===== config.mk =====
export PLATFORM = sky130hd
export DESIGN_NAME = pll_unlock_mon
export DESIGN_NICKNAME = d
export VERILOG_FILES = /design/src/rtl/pll_unlock_pkg.sv /design/src/rtl/phase_edge_sync.sv /design/src/rtl/phase_err_meter.sv /design/src/rtl/unlock_stretch.sv /design/src/rtl/pll_unlock_mon.sv
export SDC_FILE = /design/constraint.sdc
export NUM_CORES = 1
export LEC_CHECK = 0
export CORE_UTILIZATION = 57
export CTS_BUF_LIST = sky130_fd_sc_hd__clkbuf_2
export DETAILED_ROUTE_END_ITERATION = 7
export PLACE_DENSITY_LB_ADDON = 0.2
export SLEW_MARGIN = 20
export SYNTH_ARGS = -nofsm -noshare
export SYNTH_HDL_FRONTEND = slang
export SYNTH_SLANG_ARGS = --single-unit

===== constraint.sdc =====
create_clock -name clk -period 2.4 [get_ports clk]
set_clock_uncertainty 0.2 [all_clocks]
set_input_delay 0.48 -clock clk [delete_from_list [all_inputs] [get_ports clk]]
set_output_delay 0.48 -clock clk [all_outputs]
set_load 0.005 [all_outputs]

===== src/rtl/pll_unlock_pkg.sv =====
package pll_unlock_pkg;

  typedef enum logic [1:0] {
    DET_OFF    = 2'b00,
    DET_RAW    = 2'b01,
    DET_NARROW = 2'b10,
    DET_WIDE   = 2'b11
  } det_mode_e;

  localparam int NUM_PH = 2;
  localparam int PH_REF = 0;
  localparam int PH_FB  = 1;

  function automatic logic is_limit_mode(det_mode_e m);
    return (m == DET_NARROW) || (m == DET_WIDE);
  endfunction

endpackage


===== src/rtl/phase_edge_sync.sv =====
module phase_edge_sync #(
  parameter int STAGES = 2
) (
  input  logic clk,
  input  logic rst,
  input  logic din,
  output logic rise
);
  localparam int SH_W = STAGES + 1;

  logic [SH_W-1:0] sh;

  always_ff @(posedge clk) begin
    if (rst) begin
      sh <= '0;
    end else begin
      sh <= {sh[SH_W-2:0], din};
    end
  end

  // sh[STAGES-1] is the synchronised level, sh[STAGES] its delayed copy
  assign rise = sh[STAGES-1] & ~sh[STAGES];
endmodule


===== src/rtl/phase_err_meter.sv =====
module phase_err_meter
  import pll_unlock_pkg::*;
#(
  parameter int NARROW_CYC = 100,
  parameter int WIDE_CYC   = 200
) (
  input  logic      clk,
  input  logic      rst,
  input  logic      clear,
  input  det_mode_e mode,
  input  logic      ref_rise,
  input  logic      fb_rise,
  output logic      win,
  output logic      over
);
  localparam int CNT_MAX = WIDE_CYC + 1;
  localparam int CNT_W   = $clog2(CNT_MAX + 1);
  localparam logic [CNT_W-1:0] THR_N   = CNT_W'(NARROW_CYC);
  localparam logic [CNT_W-1:0] THR_W   = CNT_W'(WIDE_CYC);
  localparam logic [CNT_W-1:0] CNT_TOP = CNT_W'(CNT_MAX);

  logic [CNT_W-1:0] cnt;
  logic             lead_ref;
  logic             closer;
  logic [CNT_W-1:0] thr;

  assign closer = lead_ref ? fb_rise : ref_rise;
  assign thr    = (mode == DET_WIDE) ? THR_W : THR_N;

  always_ff @(posedge clk) begin
    if (rst || clear) begin
      win      <= 1'b0;
      lead_ref <= 1'b0;
      cnt      <= '0;
    end else if (!win) begin
      if (ref_rise ^ fb_rise) begin
        win      <= 1'b1;
        lead_ref <= ref_rise;
        cnt      <= '0;
      end
    end else if (closer) begin
      win <= 1'b0;
      cnt <= '0;
    end else if (cnt != CNT_TOP) begin
      cnt <= cnt + 1'b1;
    end
  end

  assign over = win && is_limit_mode(mode) && (cnt >= thr);
endmodule


===== src/rtl/unlock_stretch.sv =====
module unlock_stretch #(
  parameter int STRETCH_CYC = 400000
) (
  input  logic clk,
  input  logic rst,
  input  logic clear,
  input  logic trig,
  output logic hold
);
  localparam int TMR_W = $clog2(STRETCH_CYC + 1);
  localparam logic [TMR_W-1:0] LOAD = TMR_W'(STRETCH_CYC);

  logic [TMR_W-1:0] tmr;

  always_ff @(posedge clk) begin
    if (rst || clear) begin
      tmr <= '0;
    end else if (trig) begin
      tmr <= LOAD;
    end else if (tmr != '0) begin
      tmr <= tmr - 1'b1;
    end
  end

  assign hold = (tmr != '0);
endmodule


===== src/rtl/pll_unlock_mon.sv =====
module pll_unlock_mon
  import pll_unlock_pkg::*;
#(
  parameter int NARROW_CYC  = 100,
  parameter int WIDE_CYC    = 200,
  parameter int STRETCH_CYC = 400000,
  parameter int SYNC_STAGES = 2
) (
  input  logic       clk,
  input  logic       rst,
  input  logic [1:0] mode,
  input  logic       ref_pulse,
  input  logic       fb_pulse,
  output logic       unlock_n
);
  det_mode_e          mode_e;
  det_mode_e          mode_q;
  logic               chg;
  logic               clear;
  logic [NUM_PH-1:0]  ph_in;
  logic [NUM_PH-1:0]  ph_rise;
  logic               win;
  logic               over;
  logic               hold;

  assign mode_e = det_mode_e'(mode);
  assign ph_in  = {fb_pulse, ref_pulse};

  for (genvar g = 0; g < NUM_PH; g++) begin : g_sync
    phase_edge_sync #(.STAGES(SYNC_STAGES)) u_sync (
      .clk  (clk),
      .rst  (rst),
      .din  (ph_in[g]),
      .rise (ph_rise[g])
    );
  end

  always_ff @(posedge clk) begin
    if (rst) mode_q <= DET_OFF;
    else     mode_q <= mode_e;
  end

  assign chg   = (mode_e != mode_q);
  assign clear = chg || (mode_e == DET_OFF);

  phase_err_meter #(
    .NARROW_CYC (NARROW_CYC),
    .WIDE_CYC   (WIDE_CYC)
  ) u_meter (
    .clk      (clk),
    .rst      (rst),
    .clear    (clear),
    .mode     (mode_e),
    .ref_rise (ph_rise[PH_REF]),
    .fb_rise  (ph_rise[PH_FB]),
    .win      (win),
    .over     (over)
  );

  unlock_stretch #(.STRETCH_CYC(STRETCH_CYC)) u_stretch (
    .clk   (clk),
    .rst   (rst),
    .clear (chg),
    .trig  (over),
    .hold  (hold)
  );

  always_ff @(posedge clk) begin
    if (rst) begin
      unlock_n <= 1'b1;
    end else begin
      unique case (mode_e)
        DET_OFF: unlock_n <= 1'b1;
        DET_RAW: unlock_n <= ~win;
        default: unlock_n <= ~(over | hold);
      endcase
    end
  end
endmodule


==> reports/qor.json <==
{
  "clock_network": {
    "max-clock-path-buffers": 2,
    "numCtsBuffers": 5,
    "cts_tree": "yes",
    "post_cts_hold_buffer_count": 0,
    "root_buffer": "sky130_fd_sc_hd__clkbuf_2",
    "count_of_h_tree_levels_built_during_cts": 2,
    "cts_resized": 0,
    "postCtsSetupBuffers": 0,
    "worstSkewPairLatency_ns": 0.40,
    "cts.clk_slew.worst_paths_ns": 0.20,
    "cts.sink_count": 38
  },
  "placement": {
    "detailed_place_hpwl_mm": 3.04,
    "globalplace.congestion": 0.858,
    "placed_cells": 281,
    "place_worst_setup_slack_ns": -0.415,
    "place.port_buffers": 6
  },
  "timing": {
    "slew_headroom_pct": 69.1,
    "timing.final.crit_period_ns": 2.36,
    "max_freq_mhz": 425,
    "hold_violations": 0,
    "whs_ns": 0.264,
    "timing.final.ws_setup_ns": 0.0444,
    "finalMaxSlewViolations": 0,
    "finalSetupViolations": 0,
    "max_slew.worst_pin.slew_ns": 0.461,
    "rsz0062_at_grt": "yes",
    "finalCritPeriodShare_pct": 98.1
  },
  "worst_setup_path": {
    "timing.critical_path.arrival_ns": 2.50,
    "setup.worst_path.start_class": "input pin",
    "worst-setup-path-type": "input pin to register",
    "critical_path.max_fanout": 6,
    "timing.critical_path.to_type": "register",
    "cp_data_required_time_ns": 2.55
  },
  "global_route": {
    "grt_first_pass_wirelength_mm": 6.65,
    "grtUsageMet2_pct": 38.6,
    "grt_busiest_layer": "met2",
    "globalRouteOverflowTotal": 0,
    "number_of_global_route_vias_before_repair": 1484,
    "grt_start_max_net_pins": 15,
    "globalRouteMet1Util_pct": 33.0,
    "grt_util_all_layers_pct": 24.8,
    "grt.met3_usage_pct": 5.76,
    "grt_antenna_before_repair": 0
  },
  "synthesis": {
    "synth.net_count": 234,
    "synth-async-reset-ratio_pct": 0,
    "synth_top_family_by_area": "simple AND/OR/NAND/NOR gates",
    "ys_dominant_reg_cell": "sky130_fd_sc_hd__dfxtp_1",
    "syn_area_per_cell_um2": 9.03,
    "synth.area.mux_share_pct": 0.506,
    "synthXorXnorAreaFrac_pct": 7.97,
    "synth.lib_cells_used.distinct": 49,
    "synth-seq-cells": 38,
    "syn-cell-area_um2": 1980,
    "postSynthCellCount": 219,
    "synth.yosys.warnings": 0,
    "synth_top_area_share_pct": 38.5,
    "yosysSeqAreaShare_pct": 38.5,
    "compound_gate_portion_of_the_synthesized_area_pct": 15.6,
    "synth_edf_count": 0,
    "synth_simple_gate_area_share_pct": 28.7,
    "netlist_top_cells_area": "sky130_fd_sc_hd__dfxtp_1 38%, sky130_fd_sc_hd__xnor2_1 5.8%, sky130_fd_sc_hd__ha_1 5.7%, sky130_fd_sc_hd__a21oi_1 4.3%, sky130_fd_sc_hd__nor2_1 3.8%",
    "post_synth_fa_ha_maj_area_fraction_pct": 5.69,
    "synth_top_area_cell": "sky130_fd_sc_hd__dfxtp_1"
  },
  "floorplan": {
    "io_pins": 7,
    "initial_core_util_pct": 59.3,
    "core_area_um2": 3340,
    "core.rowCount": 21,
    "die_height_um": 60.9,
    "dieWidth_um": 60.9,
    "fp.dieArea_um2": 3710
  },
  "routing": {
    "route.vias.total": 1665,
    "finalWirelength_mm": 4.09,
    "final_routed_wire_length_divided_by_cell_count_um": 14.1,
    "drcViolationCount": 0,
    "count_of_antenna_violating_nets_left_after_detailed_routing": 0,
    "drt-pass1-iter-count": 4,
    "via_per_inst": 5.76,
    "detailedRoute.firstIterationViolations": 84
  },
  "final_layout": {
    "area_growth_pct": 15.0,
    "layout.cells.non_filler": 289,
    "layout_common_cells": "38 x sky130_fd_sc_hd__dfxtp_1, 20 x sky130_fd_sc_hd__nor2_1, 17 x sky130_fd_sc_hd__a21oi_1",
    "post_layout_nets": 257,
    "area_of_combinational_cells_with_multiple_inputs_um2": 1180,
    "commonest_non_fill_non_tap_cell_in_the_layout": "sky130_fd_sc_hd__dfxtp_1",
    "final_layout_size_suffix_gt1_share_pct": 16.0,
    "final-seq-area_um2": 761,
    "final.fill_count": 284,
    "n_antenna_cell": 0
  },
  "flow_run": {
    "cap_violations": 0
  },
  "status": {
    "outcome": "complete, no violations"
  },
  "power_and_ir_drop": {
    "p_leak_nw": 0.857,
    "maximum_vdd_drop_mv": 1.24,
    "cellPowerDensity_nw_per_um2": 1320
  },
  "min_path": {
    "min_path_type": "register to register"
  }
}
cells by family after synthesis:
group                      count (synthesis)
and+or+nand+nor                           92
xor gates and xnor gates                  18
buffers and inverters                     14
AOI/OAI and AO/OA                         47
muxes                                      1
DFF                                       38
adders and majority gates                  9
sequential cells by signal, indices dropped and copies added (netlist names):
signal            cells
u_meter.cnt           8
g_sync.u_sync.sh      6
u_meter.win           1
mode_q                2
unlock_n              1
u_meter.lead_ref      1
u_stretch.tmr        19
where the power goes:
part	internal (mW)	switching, mW	total, mW
clock	0.186	0.207	0.393
sequential	0.721	0.110	0.832
combinational	0.849	0.929	1.78
total	1.76	1.25	3.00
critical path: stages:
cell and delay [ns]:
sky130_fd_sc_hd__clkdlybuf4s50_1 0.51, sky130_fd_sc_hd__nand2_2 0.10, sky130_fd_sc_hd__ha_1 0.28, sky130_fd_sc_hd__a21bo_2 0.21, sky130_fd_sc_hd__a211o_1 0.30, sky130_fd_sc_hd__a31oi_4 0.22
sky130_fd_sc_hd__nand3_4 0.12, sky130_fd_sc_hd__buf_4 0.16, sky130_fd_sc_hd__a21oi_1 0.13
final cells by class:
type,instances,area share (%)
Multi-Input combinational cell,167,51.9
Sequential cell,38,33.4
Timing Repair Buffer,22,7.92
Tap cell,46,2.53
Clock buffer,7,1.54
Clock inverter,1,1.32
Inverter,8,1.32
synth_stat cells, types with 2 or more instances:
library cell               count
sky130_fd_sc_hd__nor3_1        4
sky130_fd_sc_hd__nor4_4        3
sky130_fd_sc_hd__inv_1         8
sky130_fd_sc_hd__xnor2_1      13
sky130_fd_sc_hd__a21oi_1      17
sky130_fd_sc_hd__nand4b_1      2
sky130_fd_sc_hd__and2_1        2
sky130_fd_sc_hd__clkbuf_1      2
sky130_fd_sc_hd__or4_1         3
sky130_fd_sc_hd__dfxtp_1      38
sky130_fd_sc_hd__o21ai_0       7
sky130_fd_sc_hd__nor4_1        5
sky130_fd_sc_hd__ha_1          9
sky130_fd_sc_hd__nand3_1       4
sky130_fd_sc_hd__xor2_1        5
sky130_fd_sc_hd__nor2b_1      10
sky130_fd_sc_hd__or2_2         2
sky130_fd_sc_hd__a31oi_1       3
sky130_fd_sc_hd__or3_1         5
sky130_fd_sc_hd__a21o_1        2
sky130_fd_sc_hd__nor2_1       20
sky130_fd_sc_hd__nand4_1       2
sky130_fd_sc_hd__nor4bb_1      2
sky130_fd_sc_hd__nand2b_1      3
sky130_fd_sc_hd__o211ai_1      2
sky130_fd_sc_hd__o22ai_1       2
sky130_fd_sc_hd__nand2_1      15
sky130_fd_sc_hd__buf_2         2
sky130_fd_sc_hd__a211oi_1      5
sky130_fd_sc_hd__nand3b_1      3
path summary, 6_finish.rpt:
path / depth (start not counted) / to / startpoint / slack [ns]
setup / recovery: 9 / u_stretch.tmr[5] / mode[1] / 0.04
setup reg to reg: 8 / u_stretch.tmr[7] / u_stretch.tmr[0] / 0.14
hold reg to reg: 1 / g_sync[0].u_sync.sh[1] / g_sync[0].u_sync.sh[0] / 0.26
hold / removal: 1 / g_sync[0].u_sync.sh[1] / g_sync[0].u_sync.sh[0] / 0.26
through the flow:
step           total power, mW  area (um2)  util (%)  TNS, ns
2_1_floorplan             2.25        2000         -        0
3_3_place_gp              2.54        2200      65.9    -5.53
3_5_place_dp              2.57        2200      65.9    -6.81
4_1_cts                   2.99        2260      67.9        0
5_1_grt                   3.21        2270      68.2  -0.0745
6_report                  3.00        2270      68.2        0
metal layers:
| metal | up-vias | wire [um] |
|---|---|---|
| li1 | 838 | - |
| met1 | 780 | 1940 |
| met2 | 41 | 1870 |
| met3 | 6 | 217 |
| met4 | 0 | 59 |
| met5 | - | 0 |
Note: power is estimated with default switching activity, not from simulation.
